--- src/rtl/spi3_pkg.sv ---
package spi3_pkg;
    typedef enum logic [1:0] {
        ST_IDLE,
        ST_SHIFT,
        ST_HOLD,
        ST_GAP
    } spi3_state_e;
endpackage

--- src/rtl/spi3_phase_gen.sv ---
// Counts system clocks within one serial clock period and flags the phases.
module spi3_phase_gen #(
    parameter int CLK_DIV = 4
) (
    input  logic clk,
    input  logic rst_n,
    input  logic run,
    input  logic restart,
    output logic high_half,
    output logic last_low,
    output logic at_rise,
    output logic at_end
);
    localparam int CW   = $clog2(CLK_DIV);
    localparam int HALF = CLK_DIV / 2;
    localparam logic [CW-1:0] P_LAST_LOW = CW'(HALF - 1);
    localparam logic [CW-1:0] P_RISE     = CW'(HALF);
    localparam logic [CW-1:0] P_END      = CW'(CLK_DIV - 1);

    logic [CW-1:0] cnt;

    always_ff @(posedge clk or negedge rst_n) begin
        if (!rst_n) begin
            cnt <= '0;
        end else if (!run || restart || cnt == P_END) begin
            cnt <= '0;
        end else begin
            cnt <= cnt + 1'b1;
        end
    end

    assign high_half = (cnt >= P_RISE);
    assign last_low  = (cnt == P_LAST_LOW);
    assign at_rise   = (cnt == P_RISE);
    assign at_end    = (cnt == P_END);
endmodule

--- src/rtl/spi3_frame_shifter.sv ---
// Holds the outgoing frame, counts bit periods and gathers returned bits.
module spi3_frame_shifter #(
    parameter int FRAME_W = 24,
    parameter int RX_W    = 8,
    localparam int IW     = $clog2(FRAME_W + 1)
) (
    input  logic               clk,
    input  logic               rst_n,
    input  logic               load,
    input  logic [FRAME_W-1:0] frame_in,
    input  logic               shift,
    input  logic               sample,
    input  logic               sdi,
    output logic               mosi,
    output logic [IW-1:0]      bit_idx,
    output logic [RX_W-1:0]    rx
);
    logic [FRAME_W-1:0] sreg;

    always_ff @(posedge clk or negedge rst_n) begin
        if (!rst_n) begin
            sreg    <= '0;
            bit_idx <= '0;
            rx      <= '0;
        end else begin
            if (load) begin
                sreg    <= frame_in;
                bit_idx <= '0;
            end else if (shift) begin
                sreg    <= {sreg[FRAME_W-2:0], 1'b0};
                bit_idx <= bit_idx + 1'b1;
            end
            if (sample) begin
                rx <= {rx[RX_W-2:0], sdi};
            end
        end
    end

    assign mosi = sreg[FRAME_W-1];
endmodule

--- src/rtl/spi3_reg_master.sv ---
module spi3_reg_master
    import spi3_pkg::*;
#(
    parameter int CLK_DIV  = 4,
    parameter int ADDR_W   = 13,
    parameter int DATA_W   = 8,
    parameter int GAP_SCLK = 2
) (
    input  logic              clk,
    input  logic              rst_n,
    input  logic              start,
    input  logic              rd_nwr,
    input  logic [ADDR_W-1:0] addr,
    input  logic [DATA_W-1:0] wdata,
    output logic              busy,
    output logic              done,
    output logic [DATA_W-1:0] rdata,
    output logic              cs_n,
    output logic              sclk,
    output logic              sdio_o,
    output logic              sdio_oe,
    input  logic              sdio_i
);
    localparam int PAD_W   = 2;
    localparam int CMD_W   = 1 + PAD_W + ADDR_W;
    localparam int FRAME_W = CMD_W + DATA_W;
    localparam int IW      = $clog2(FRAME_W + 1);
    localparam int GW      = $clog2(GAP_SCLK + 1);
    localparam logic [IW-1:0] IDX_LAST = IW'(FRAME_W - 1);
    localparam logic [IW-1:0] IDX_RX   = IW'(CMD_W);
    localparam logic [GW-1:0] GAP_LAST = GW'(GAP_SCLK - 1);

    spi3_state_e state, state_n;

    logic          high_half, last_low, at_rise, at_end;
    logic          accept, restart, shift_en, sample_en, mosi, rd_q;
    logic [IW-1:0] bit_idx;
    logic [GW-1:0] gap_cnt;

    assign accept  = (state == ST_IDLE) && start;
    assign restart = (state_n != state);

    spi3_phase_gen #(.CLK_DIV(CLK_DIV)) u_phase (
        .clk      (clk),
        .rst_n    (rst_n),
        .run      (state != ST_IDLE),
        .restart  (restart),
        .high_half(high_half),
        .last_low (last_low),
        .at_rise  (at_rise),
        .at_end   (at_end)
    );

    assign shift_en  = (state == ST_SHIFT) && at_end;
    assign sample_en = (state == ST_SHIFT) && at_rise && rd_q && (bit_idx >= IDX_RX);

    spi3_frame_shifter #(.FRAME_W(FRAME_W), .RX_W(DATA_W)) u_shift (
        .clk     (clk),
        .rst_n   (rst_n),
        .load    (accept),
        .frame_in({rd_nwr, {PAD_W{1'b0}}, addr, wdata}),
        .shift   (shift_en),
        .sample  (sample_en),
        .sdi     (sdio_i),
        .mosi    (mosi),
        .bit_idx (bit_idx),
        .rx      (rdata)
    );

    // State register
    always_ff @(posedge clk or negedge rst_n) begin
        if (!rst_n) state <= ST_IDLE;
        else        state <= state_n;
    end

    // Next-state logic
    always_comb begin
        state_n = state;
        unique case (state)
            ST_IDLE:  if (start) state_n = ST_SHIFT;
            ST_SHIFT: if (at_end && bit_idx == IDX_LAST) state_n = ST_HOLD;
            ST_HOLD:  if (last_low) state_n = ST_GAP;
            ST_GAP:   if (at_end && gap_cnt == GAP_LAST) state_n = ST_IDLE;
            default:  state_n = ST_IDLE;
        endcase
    end

    // Side registers: direction, gap periods, completion pulse
    always_ff @(posedge clk or negedge rst_n) begin
        if (!rst_n) begin
            rd_q    <= 1'b0;
            gap_cnt <= '0;
            done    <= 1'b0;
        end else begin
            if (accept) rd_q <= rd_nwr;
            if (state != ST_GAP)  gap_cnt <= '0;
            else if (at_end)      gap_cnt <= gap_cnt + 1'b1;
            done <= (state == ST_GAP) && (state_n == ST_IDLE);
        end
    end

    // Output logic
    always_comb begin
        cs_n    = 1'b1;
        sclk    = 1'b0;
        sdio_oe = 1'b0;
        busy    = 1'b1;
        unique case (state)
            ST_IDLE:  busy = 1'b0;
            ST_SHIFT: begin
                cs_n    = 1'b0;
                sclk    = high_half;
                sdio_oe = !(rd_q && bit_idx >= IDX_RX);
            end
            ST_HOLD:  cs_n = 1'b0;
            ST_GAP:   cs_n = 1'b1;
            default:  busy = 1'b0;
        endcase
        sdio_o = sdio_oe & mosi;
    end

    // the serial clock toggles only inside a selected frame
    a_r3_sclk_inside_frame: assert property (@(posedge clk) disable iff (!rst_n)
        sclk |-> !cs_n);

    // the pin is driven only while the device is selected
    a_r6_drive_when_selected: assert property (@(posedge clk) disable iff (!rst_n)
        sdio_oe |-> !cs_n);

    // capture never happens while the master still drives the line
    a_r6_capture_released: assert property (@(posedge clk) disable iff (!rst_n)
        sample_en |-> !sdio_oe);

    // data held across the high phase of the serial clock
    a_r4_data_stable_high: assert property (@(posedge clk) disable iff (!rst_n)
        (sclk && $past(sclk)) |-> $stable(sdio_o));

    // done comes with busy dropping
    a_r9_done_ends_busy: assert property (@(posedge clk) disable iff (!rst_n)
        done |-> (!busy && $past(busy)));

    // a transfer begins only from a start request
    a_r10_busy_from_start: assert property (@(posedge clk) disable iff (!rst_n)
        $rose(busy) |-> $past(start));
endmodule

--- config.mk ---
export PLATFORM = sky130hd
export DESIGN_NAME = spi3_reg_master
export DESIGN_NICKNAME = d
export VERILOG_FILES = /design/src/rtl/spi3_pkg.sv /design/src/rtl/spi3_phase_gen.sv /design/src/rtl/spi3_frame_shifter.sv /design/src/rtl/spi3_reg_master.sv
export SDC_FILE = /design/constraint.sdc
export NUM_CORES = 1
export LEC_CHECK = 0
export BUFFER_PORTS_ARGS = -buffer_cell sky130_fd_sc_hd__buf_2
export CAP_MARGIN = 20
export CORE_UTILIZATION = 25
export CTS_CLUSTER_DIAMETER = 200
export DETAILED_ROUTE_END_ITERATION = 8
export MAX_ROUTING_LAYER = met4
export PLACE_DENSITY = 0.53
export SYNTH_ARGS = -nofsm -noshare
export SYNTH_HDL_FRONTEND = slang
export SYNTH_SLANG_ARGS = --single-unit
--- constraint.sdc ---
create_clock -name clk -period 1.8 [get_ports clk]
set_input_delay 0.18 -clock clk [delete_from_list [all_inputs] [get_ports clk]]
set_output_delay 0.18 -clock clk [all_outputs]
set_load 0.05 [all_outputs]
# Word-level counts from Yosys, hierarchy flattened
# Cells that the tools add are included.
[totals] reg_bits=45 inputBits=26
[classes] n_eq_ne=10 n_bitwise=1 n_addsub=3 n_reduce_logical=19 muxes=16 n_lt_le_gt_ge=2
[ops] op="$mux W24" count=2
[ops] op="$mux W2" count=7
[ops] op="$mux W5" count=2
[ops] op="$logic_and A1 B1 Y1" count=9
[ops] op="$eq A2 B2 Y1 const B" count=4
[ops] op="$pmux W2 S4" count=1
[ops] op="$eq A2 B1 Y1 const B" count=3
[ops] op="$reduce_bool A2 Y1" count=3
[ops] op="$add A5 B1 Y5 const B" count=1
[ops] op="$eq A5 B5 Y1 const B" count=1
[ops] op="$ge A5 B5 Y1 const B" count=1
[ops] op="$add A2 B1 Y2 const B" count=2
[ops] op="$logic_not A2 Y1" count=2
[ops] op="$mux W1" count=4
[ops] op="$ge A2 B2 Y1 const B" count=1
[ops] op="$logic_not A1 Y1" count=2
[ops] op="$logic_or A1 B1 Y1" count=2
[ops] op="$ne A2 B2 Y1" count=1
[ops] op="$ne A2 B2 Y1 const B" count=1
[ops] op="$reduce_or A2 Y1" count=1
[ops] op="$and A1 B1 Y1" count=1

# Longest topological paths before layout
# Gate-level depths: netlist (run 1).
[logic_depth] word_depth=8 mapped_depth=8 mapped_depth_nobuf=6

# Modules after synthesis
# From an unflattened synthesis (run 1), not the netlist that was laid out.
[unflattened] hier_cells=201 hier_area_um2=2220.9
[modules_own_cells] mod="spi3_frame_shifter" n_inst=1 area_per_inst_um2=1646.6 cells_each=144
[modules_own_cells] mod="spi3_reg_master" n_inst=1 area_per_inst_um2=455.4 cells_each=47
[modules_own_cells] mod="spi3_phase_gen" n_inst=1 area_per_inst_um2=118.9 cells_each=10

# Least setup slack after synthesis (run 1)
# Ideal clock, no wire load.
[synth_timing] path_kind="register -> output" from="register state[1]" to="output sdio_o" path_buffers=1 slack_ps=-922 path_stages_with_launch=6 arrival_time_ps=2542 t_required_ps=1620 cell_sequence="dfrtp_1 > inv_1 > ha_1 > buf_4 > a21boi_0 > and2_1"
[synth_via] elab_chain_cells=3
[synth_rtl] element="start: declaration" line_no="spi3_reg_master.sv:33" source="spi3_state_e state, state_n;"
[synth_rtl] element="start signal: assignment" line_no="spi3_reg_master.sv:73" source="else state <= state_n;"
[synth_rtl] element="$eq A2 B1 Y1" line_no="spi3_reg_master.sv:108" source="unique case (state)"
[synth_rtl] element="$mux W1" line_no="spi3_reg_master.sv:108"
[synth_rtl] element="net sdio_oe" line_no="spi3_reg_master.sv:21" source="output logic sdio_oe,"
[synth_rtl] element="$and A1 B1 Y1" line_no="spi3_reg_master.sv:119" source="sdio_o = sdio_oe & mosi;"
[synth_rtl] element="end: declaration" line_no="spi3_reg_master.sv:20" source="output logic sdio_o,"
# The timed path passes the listed nets, and every way through them passes these cells.

# Worst setup path after layout (run 1)
[layout_timing] from="register state[1]" to="output sclk"
[layout_via] elab_chain_cells=2
[layout_rtl] element="$eq A2 B1 Y1" line_no="spi3_reg_master.sv:108"
[layout_rtl] element="$mux W1" line_no="spi3_reg_master.sv:108"
[layout_rtl] element="end: declaration" line_no="spi3_reg_master.sv:19" source="output logic sclk,"
# Every way passes these cells.

==> impl_metrics.csv, run 1 <==
group,metric,value,unit
cells_and_area,final_cell_area,2800,um^2
pwr,peakVddDrop,0.000495,V
timing,hold_slack,0.0811,ns
clock_network,cts.clk_slew.worst_paths,0.09,ns
flow_run,drv_cap,0,
synth,seq_area_frac_synth,0.509,
die,ios,40,
global_routing,antenna_found_initial,0,
synth,synth_top_area_frac,0.509,
global_routing,grt_use_total,0.104,
placed_design,dp_hpwl,2.97,mm
drt,viasPerCell,4.39,
synth,ys_async_sr_fraction,1.00,
drt,totalWireLength,4.30,mm
placed_design,port_buffers,39,
synth,synth_area,2210,um^2
timing,setup_slack,0.0803,ns
timing,slew_headroom,0.674,
global_routing,grt_start_max_net_pins,53,
worst_setup_path,arrival,1.54,ns
timing,max_freq,581,MHz
die,core_area,8380,um^2
synth,synth.distinct_cells,32,
clock_network,cts.sinks,45,
timing,fin_crit_sh,0.955,
worst_setup_path,cp-end-kind,"output pin",
cells_and_area,n_antenna_cell,0,
drt,drt_iter0_markers,55,
worst_setup_path,cp.required,1.62,ns
die,chipWidth,96.1,um
timing,setup-tns-final,0,ns
clock_network,clock_tree.htree_level_count,2,
cells_and_area,fin_util,0.334,
placed_design,gp_congestion,0.811,
clock_network,clk-insertion-delay-late,0.29,ns
cells_and_area,layout.nets,289,
timing,hold_viol_final,0,
pwr,power_leakage,1.29,nW
placed_design,place_area,2590,um^2
synth,syn_avg_cell_area,10.8,um^2
cells_and_area,num-fill-cells,867,
worst_setup_path,crit_chain,"inv_4 -> ha_4 -> buf_4 -> o21a_1 -> buf_2",
die,die_h,96.1,um
synth,synth_nets,241,
synth,synth.area.top_cells,"dfrtp_1, mux2i_1, nand2_1",
global_routing,grt_pass1_wl,7.12,mm
synth,syn_inst,205,
timing,finClkSkew,0.00364,ns
clock_network,cts_tree,"built",
drt,drt-wirelength-per-cell,12.0,um
clock_network,cts_made_buffers,5,
synth,synth-main-ff-cell,"dfrtp_1",
global_routing,grt_pass1_vias,1470,
cells_and_area,final_cell_mix,"dfrtp_1, buf_2, nand2_1",
cells_and_area,area_growth,26.5,%
clock_network,cts_root_buffer,"clkbuf_8",
timing,worst_slew_pin_slew,0.489,ns
timing,grt_setup_unrepaired,"false",
worst_setup_path,cp-start-kind,"register",
worst_setup_path,critPathSlowestCell,"dfrtp_1",
min_path,hold_class,"in2reg",
placed_design,place_ws,0.0282,ns
worst_setup_path,cp_max_fo,5,
synth,ys_ff_latch,45,
die,die_area,9230,um^2
drt,ant_nets,0,
die,initial_core_util,0.264,
cells_and_area,final_common_cell,"dfrtp_1",
worst_setup_path,setup.worst_path.class,"reg2out",
synth,synth_edf_count,0,
global_routing,grt_overflow,0,
clock_network,cts_buffer_depth,2,
synth,yosysTopAreaCell,"dfrtp_1",
pwr,power_per_cell_area,1330,nW/um^2
drt,drt_first_pass_iters,4,
timing,post-route-min-period,1.72,ns
cells_and_area,drive_above_1_share,0.315,
synth,yosys_warnings,0,
drt,drc_errors,0,
die,rows,33,
drt,vias,1575,
timing,setup_viol,0,
timing,maxSlewViolCount,0,
run_status,status,"completed",
worst_setup_path,max_stage_delay,0.44,ns
==> synthesized netlist by cell type, types with 4 or more instances <==
cell and number:
nor2_1 5, ha_1 10, clkbuf_1 6, nand2_1 35, mux2i_1 21, dfrtp_1 45, a21oi_1 5, inv_1 8
o21ai_0 24, xor2_1 4, mux2_2 9, and2_1 5
==> per-layer routing <==
metal | GRT usage | part of all wire | wire length, um
met1 | 0.142 | 0.50 | 2160
met2 | 0.152 | 0.45 | 1930
met3 | 0.0261 | 0.038 | 164
met4 | 0.0336 | 0.011 | 46
met5 | - | 0 | 0
==> critical path: cells and delay by family (launching register included) <==
family | cells | cell delay (ns)
AOI/OAI and AO/OA | 1 | 0.12
adders and majority gates | 1 | 0.18
buffers and inverters | 3 | 0.51
DFF | 1 | 0.44
==> metrics by stage <==
stage | cells | power, W
after floorplan | 205 | 0.00251
after global placement | 347 | 0.00285
after detailed placement | 347 | 0.00287
after CTS | 356 | 0.00369
after global routing | 359 | 0.00400
final | 359 | 0.00372
==> cell type report <==
class / count / area, um^2 / area share
sequential: 45 / 1130 / 0.403
multi-input combinational: 141 / 1040 / 0.371
timing repair buffer: 52 / 358 / 0.128
tap: 105 / 131 / 0.0469
clock buffer: 6 / 72.6 / 0.0259
clock inverter: 2 / 38.8 / 0.0139
inverter: 8 / 32.5 / 0.0116
==> cells by family (layout without fill, tap and decap cells) <==
family,count (synthesis),after routing,share of synthesized area
muxes,30,30,0.141
adders and majority gates,10,10,0.0565
buffers and inverters,19,68,0.0441
xor gates and xnor gates,5,5,0.0198
AOI/OAI and AO/OA,39,39,0.114
and+or+nand+nor,57,57,0.116
DFF,45,45,0.509
==> final timing paths <==
check	start	to	slack (ns)	depth (start not counted)
max reg2reg	state[0]	u_phase.cnt[1]	0.10	6
min reg2reg	u_shift.rx[7]	u_shift.rx[7]	0.50	1
max in group asynchronous	rst_n	state[0]	0.92	3
max	state[1]	sclk	0.08	5
min	wdata[0]	u_shift.sreg[0]	0.08	3
min in group asynchronous	rst_n	done	0.37	2
==> flip-flops by register name, indices dropped and copies added (netlist names) <==
register / cells
done: 1
u_phase.cnt: 2
u_shift.sreg: 24
rd_q: 1
u_shift.rx: 8
gap_cnt: 2
state: 2
u_shift.bit_idx: 5
==> what timing repair did <==
item	in CTS	in global routing
pin swaps	0	1
buffers inserted	0	3
gates resized for setup	6	9
hold endpoints to repair	19	0
hold buffers	1	0
endpoints found under the setup margin	3	6
==> report_power, final <==
group	total, W	switching [W]	internal (W)
combinational	0.00140	0.000766	0.000638
sequential	0.00155	0.000211	0.00134
clock	0.000766	0.000349	0.000417
(Power assumes the default switching activity.)
==> inputs of run 2 (changes only) <==
--- a/config.mk
+++ b/config.mk
@@ -12,6 +12,7 @@
 export DETAILED_ROUTE_END_ITERATION = 8
 export MAX_ROUTING_LAYER = met4
 export PLACE_DENSITY = 0.53
+export REMOVE_ABC_BUFFERS = 1
 export SYNTH_ARGS = -nofsm -noshare
 export SYNTH_HDL_FRONTEND = slang
 export SYNTH_SLANG_ARGS = --single-unit
==> run 2 against run 1 <==
  * Worst setup slack lost 0.024 ns
  * Sequential power is essentially flat
  * Sequential share of layout area grew 1.7 points
  * Fmax shrank 1.4%
  * Cell area shrank 4.1%
  * Clock power shrank 20%
  * First-iteration DRC count shrank 16%
  * Critical endpoint is now done
  * Total power shrank 6.9%
  * Critical path type is now reg2reg
  * Core utilization shrank 1.4 points
==> impl_metrics.csv, run 2 (synthesis results as in run 1) <==
group,metric,value,unit
run_status,status,"completed",
clock_network,cts.clk_slew.worst_paths,0.09,ns
cells_and_area,final_cell_mix,"dfrtp_1, buf_2, nand2_1",
global_routing,grt_overflow,0,
timing,worst_slew_pin_slew,0.444,ns
cells_and_area,largestRegisters,"u_shift.sreg: 24 flops, u_shift.rx: 8 flops, u_shift.bit_idx: 5 flops",
cells_and_area,area_growth,21.3,%
pwr,power_per_cell_area,1290,nW/um^2
clock_network,clock_tree.htree_level_count,2,
timing,max_freq,574,MHz
cells_and_area,num-fill-cells,895,
clock_network,clk-insertion-delay-late,0.30,ns
die,rows,33,
global_routing,antenna_found_initial,0,
placed_design,gp_congestion,0.844,
timing,setup_slack,0.0566,ns
worst_setup_path,cp-end-kind,"register",
timing,finClkSkew,0.00926,ns
drt,drc_errors,0,
drt,wl_met1,2.05,mm
pwr,p_clk_frac,0.177,
die,ios,40,
timing,setup_viol,0,
cells_and_area,layout.nets,286,
drt,drt_iter0_markers,46,
cells_and_area,largest_register_ffs,24,
global_routing,grt_use_total,0.108,
placed_design,dp_hpwl,3.07,mm
die,initial_core_util,0.264,
timing,fin_crit_sh,0.969,
drt,ant_nets,0,
worst_setup_path,cp-start-kind,"register",
pwr,p_comb_frac,0.377,
timing,grt_setup_unrepaired,"true",
cells_and_area,final_cells,356,
die,core_area,8380,um^2
die,die_h,96.1,um
pwr,peakVddDrop,0.000438,V
placed_design,port_buffers,39,
drt,viasPerCell,4.40,
timing,hold_viol_final,0,
cells_and_area,n_antenna_cell,0,
pwr,switchingPower,0.00129,W
drt,vias,1566,
worst_setup_path,arrival,1.96,ns
worst_setup_path,max_stage_delay,0.45,ns
worst_setup_path,cp_max_fo,7,
die,die_area,9230,um^2
drt,top_layer,"met4",
placed_design,dp_cells,347,
min_path,hold_class,"in2reg",
worst_setup_path,crit_chain,"inv_1 -> ha_2 -> mux2_2 -> o22ai_1 -> nand2_1 -> a211oi_1",
flow_run,drv_cap,0,
timing,maxSlewViolCount,0,
worst_setup_path,setup.worst_path.class,"reg2reg",
clock_network,cts_made_buffers,5,
global_routing,grt_start_max_net_pins,53,
worst_setup_path,critPathSlowestCell,"dfrtp_1",
worst_setup_path,reg2reg_depth,6,
pwr,power_leakage,1.25,nW
die,chipWidth,96.1,um
pwr,seqPwrFrac,0.446,
cells_and_area,final_common_cell,"dfrtp_1",
worst_setup_path,cp.required,2.02,ns
drt,totalWireLength,4.34,mm
placed_design,place_ws,0.0415,ns
drt,wl_met3,249,um
clock_network,cts_buffer_depth,2,
drt,dr_wl_met2,2.03,mm
drt,drt_first_pass_iters,4,
timing,post-route-min-period,1.74,ns
cells_and_area,fin_util,0.320,
min_path,hold_path_depth,3,
clock_network,cts.sinks,45,
clock_network,cts_tree,"built",
drt,drt-wirelength-per-cell,12.2,um
global_routing,grt_pass1_wl,7.30,mm
pwr,sw_frac_of_total,0.374,
pwr,p_int,0.00217,W
cells_and_area,top_register,"u_shift.sreg",
global_routing,grt_pass1_vias,1516,
timing,slew_headroom,0.703,
clock_network,cts_root_buffer,"clkbuf_8",
cells_and_area,drive_above_1_share,0.287,
==> run 2: worst max-delay path, delay by kind of cell, from the launching register on <==
| family | cells | cell delay [ns] |
|---|---|---|
| flip-flops | 1 | 0.45 |
| multiplexers | 1 | 0.35 |
| adder cells (fa/ha/maj) | 1 | 0.28 |
| AND/OR/NAND/NOR | 1 | 0.07 |
| buffers and inverters | 1 | 0.15 |
| AO/OA/AOI/OAI | 2 | 0.36 |
==> run 2: power by group through the flow <==
stage | registers, W | clock network [W] | logic, W
2_1_floorplan | 0.00154 | 0 | 0.000893
3_3_place_gp | 0.00155 | 0 | 0.00127
3_5_place_dp | 0.00156 | 0 | 0.00129
4_1_cts | 0.00154 | 0.000652 | 0.00131
5_1_grt | 0.00159 | 0.000689 | 0.00149
6_report | 0.00154 | 0.000613 | 0.00131
==> run 2: area by class of cell <==
class,count,area (um^2),area share
Sequential cell,45,1130,0.419
Multi-Input combinational cell,141,1010,0.376
Timing Repair Buffer,49,307,0.114
Tap cell,105,131,0.0489
Clock buffer,6,72.6,0.0270
Inverter,8,30.0,0.0112
Clock inverter,2,10.0,0.00373
==> run 2: worst paths after layout <==
kind                               startpoint          endpoint  slack, ns
worst max-delay path                 state[0]              done       0.06
worst min-delay path                  addr[2]  u_shift.sreg[10]       0.08
worst max register to register       state[0]              done       0.06
worst min register to register  u_shift.rx[7]     u_shift.rx[7]       0.51
max in group asynchronous               rst_n  u_shift.sreg[22]       0.86
min in group asynchronous               rst_n    u_phase.cnt[0]       0.34
==> run 2: what timing repair did <==
| item | 4_1_cts | 5_1_grt |
|---|---|---|
| gates resized for setup | 5 | 4 |
| hold endpoints to repair | 15 | 0 |
| setup buffers | 0 | 0 |
| endpoints found under the setup margin | 3 | 8 |
| hold buffers | 1 | 0 |
==> run 2: per-layer routing <==
layer	track usage	vias up
li1	-	791
met1	0.140	733
met2	0.166	40
met3	0.0332	2
met4	0.0261	0
met5	-	-
==> run 2: per-stage QoR <==
stage / cell area [um^2] / power, W / hold WS, ns / TNS, ns
after global placement: 2560 / 0.00282 / 0.137 / 0
final: 2690 / 0.00346 / 0.0815 / 0
after CTS: 2670 / 0.00351 / 0.0718 / -0.000466
after detailed placement: 2560 / 0.00285 / 0.141 / 0
after global routing: 2690 / 0.00377 / 0.0760 / -0.0442
after floorplan: 2150 / 0.00243 / -0.116 / -9.98
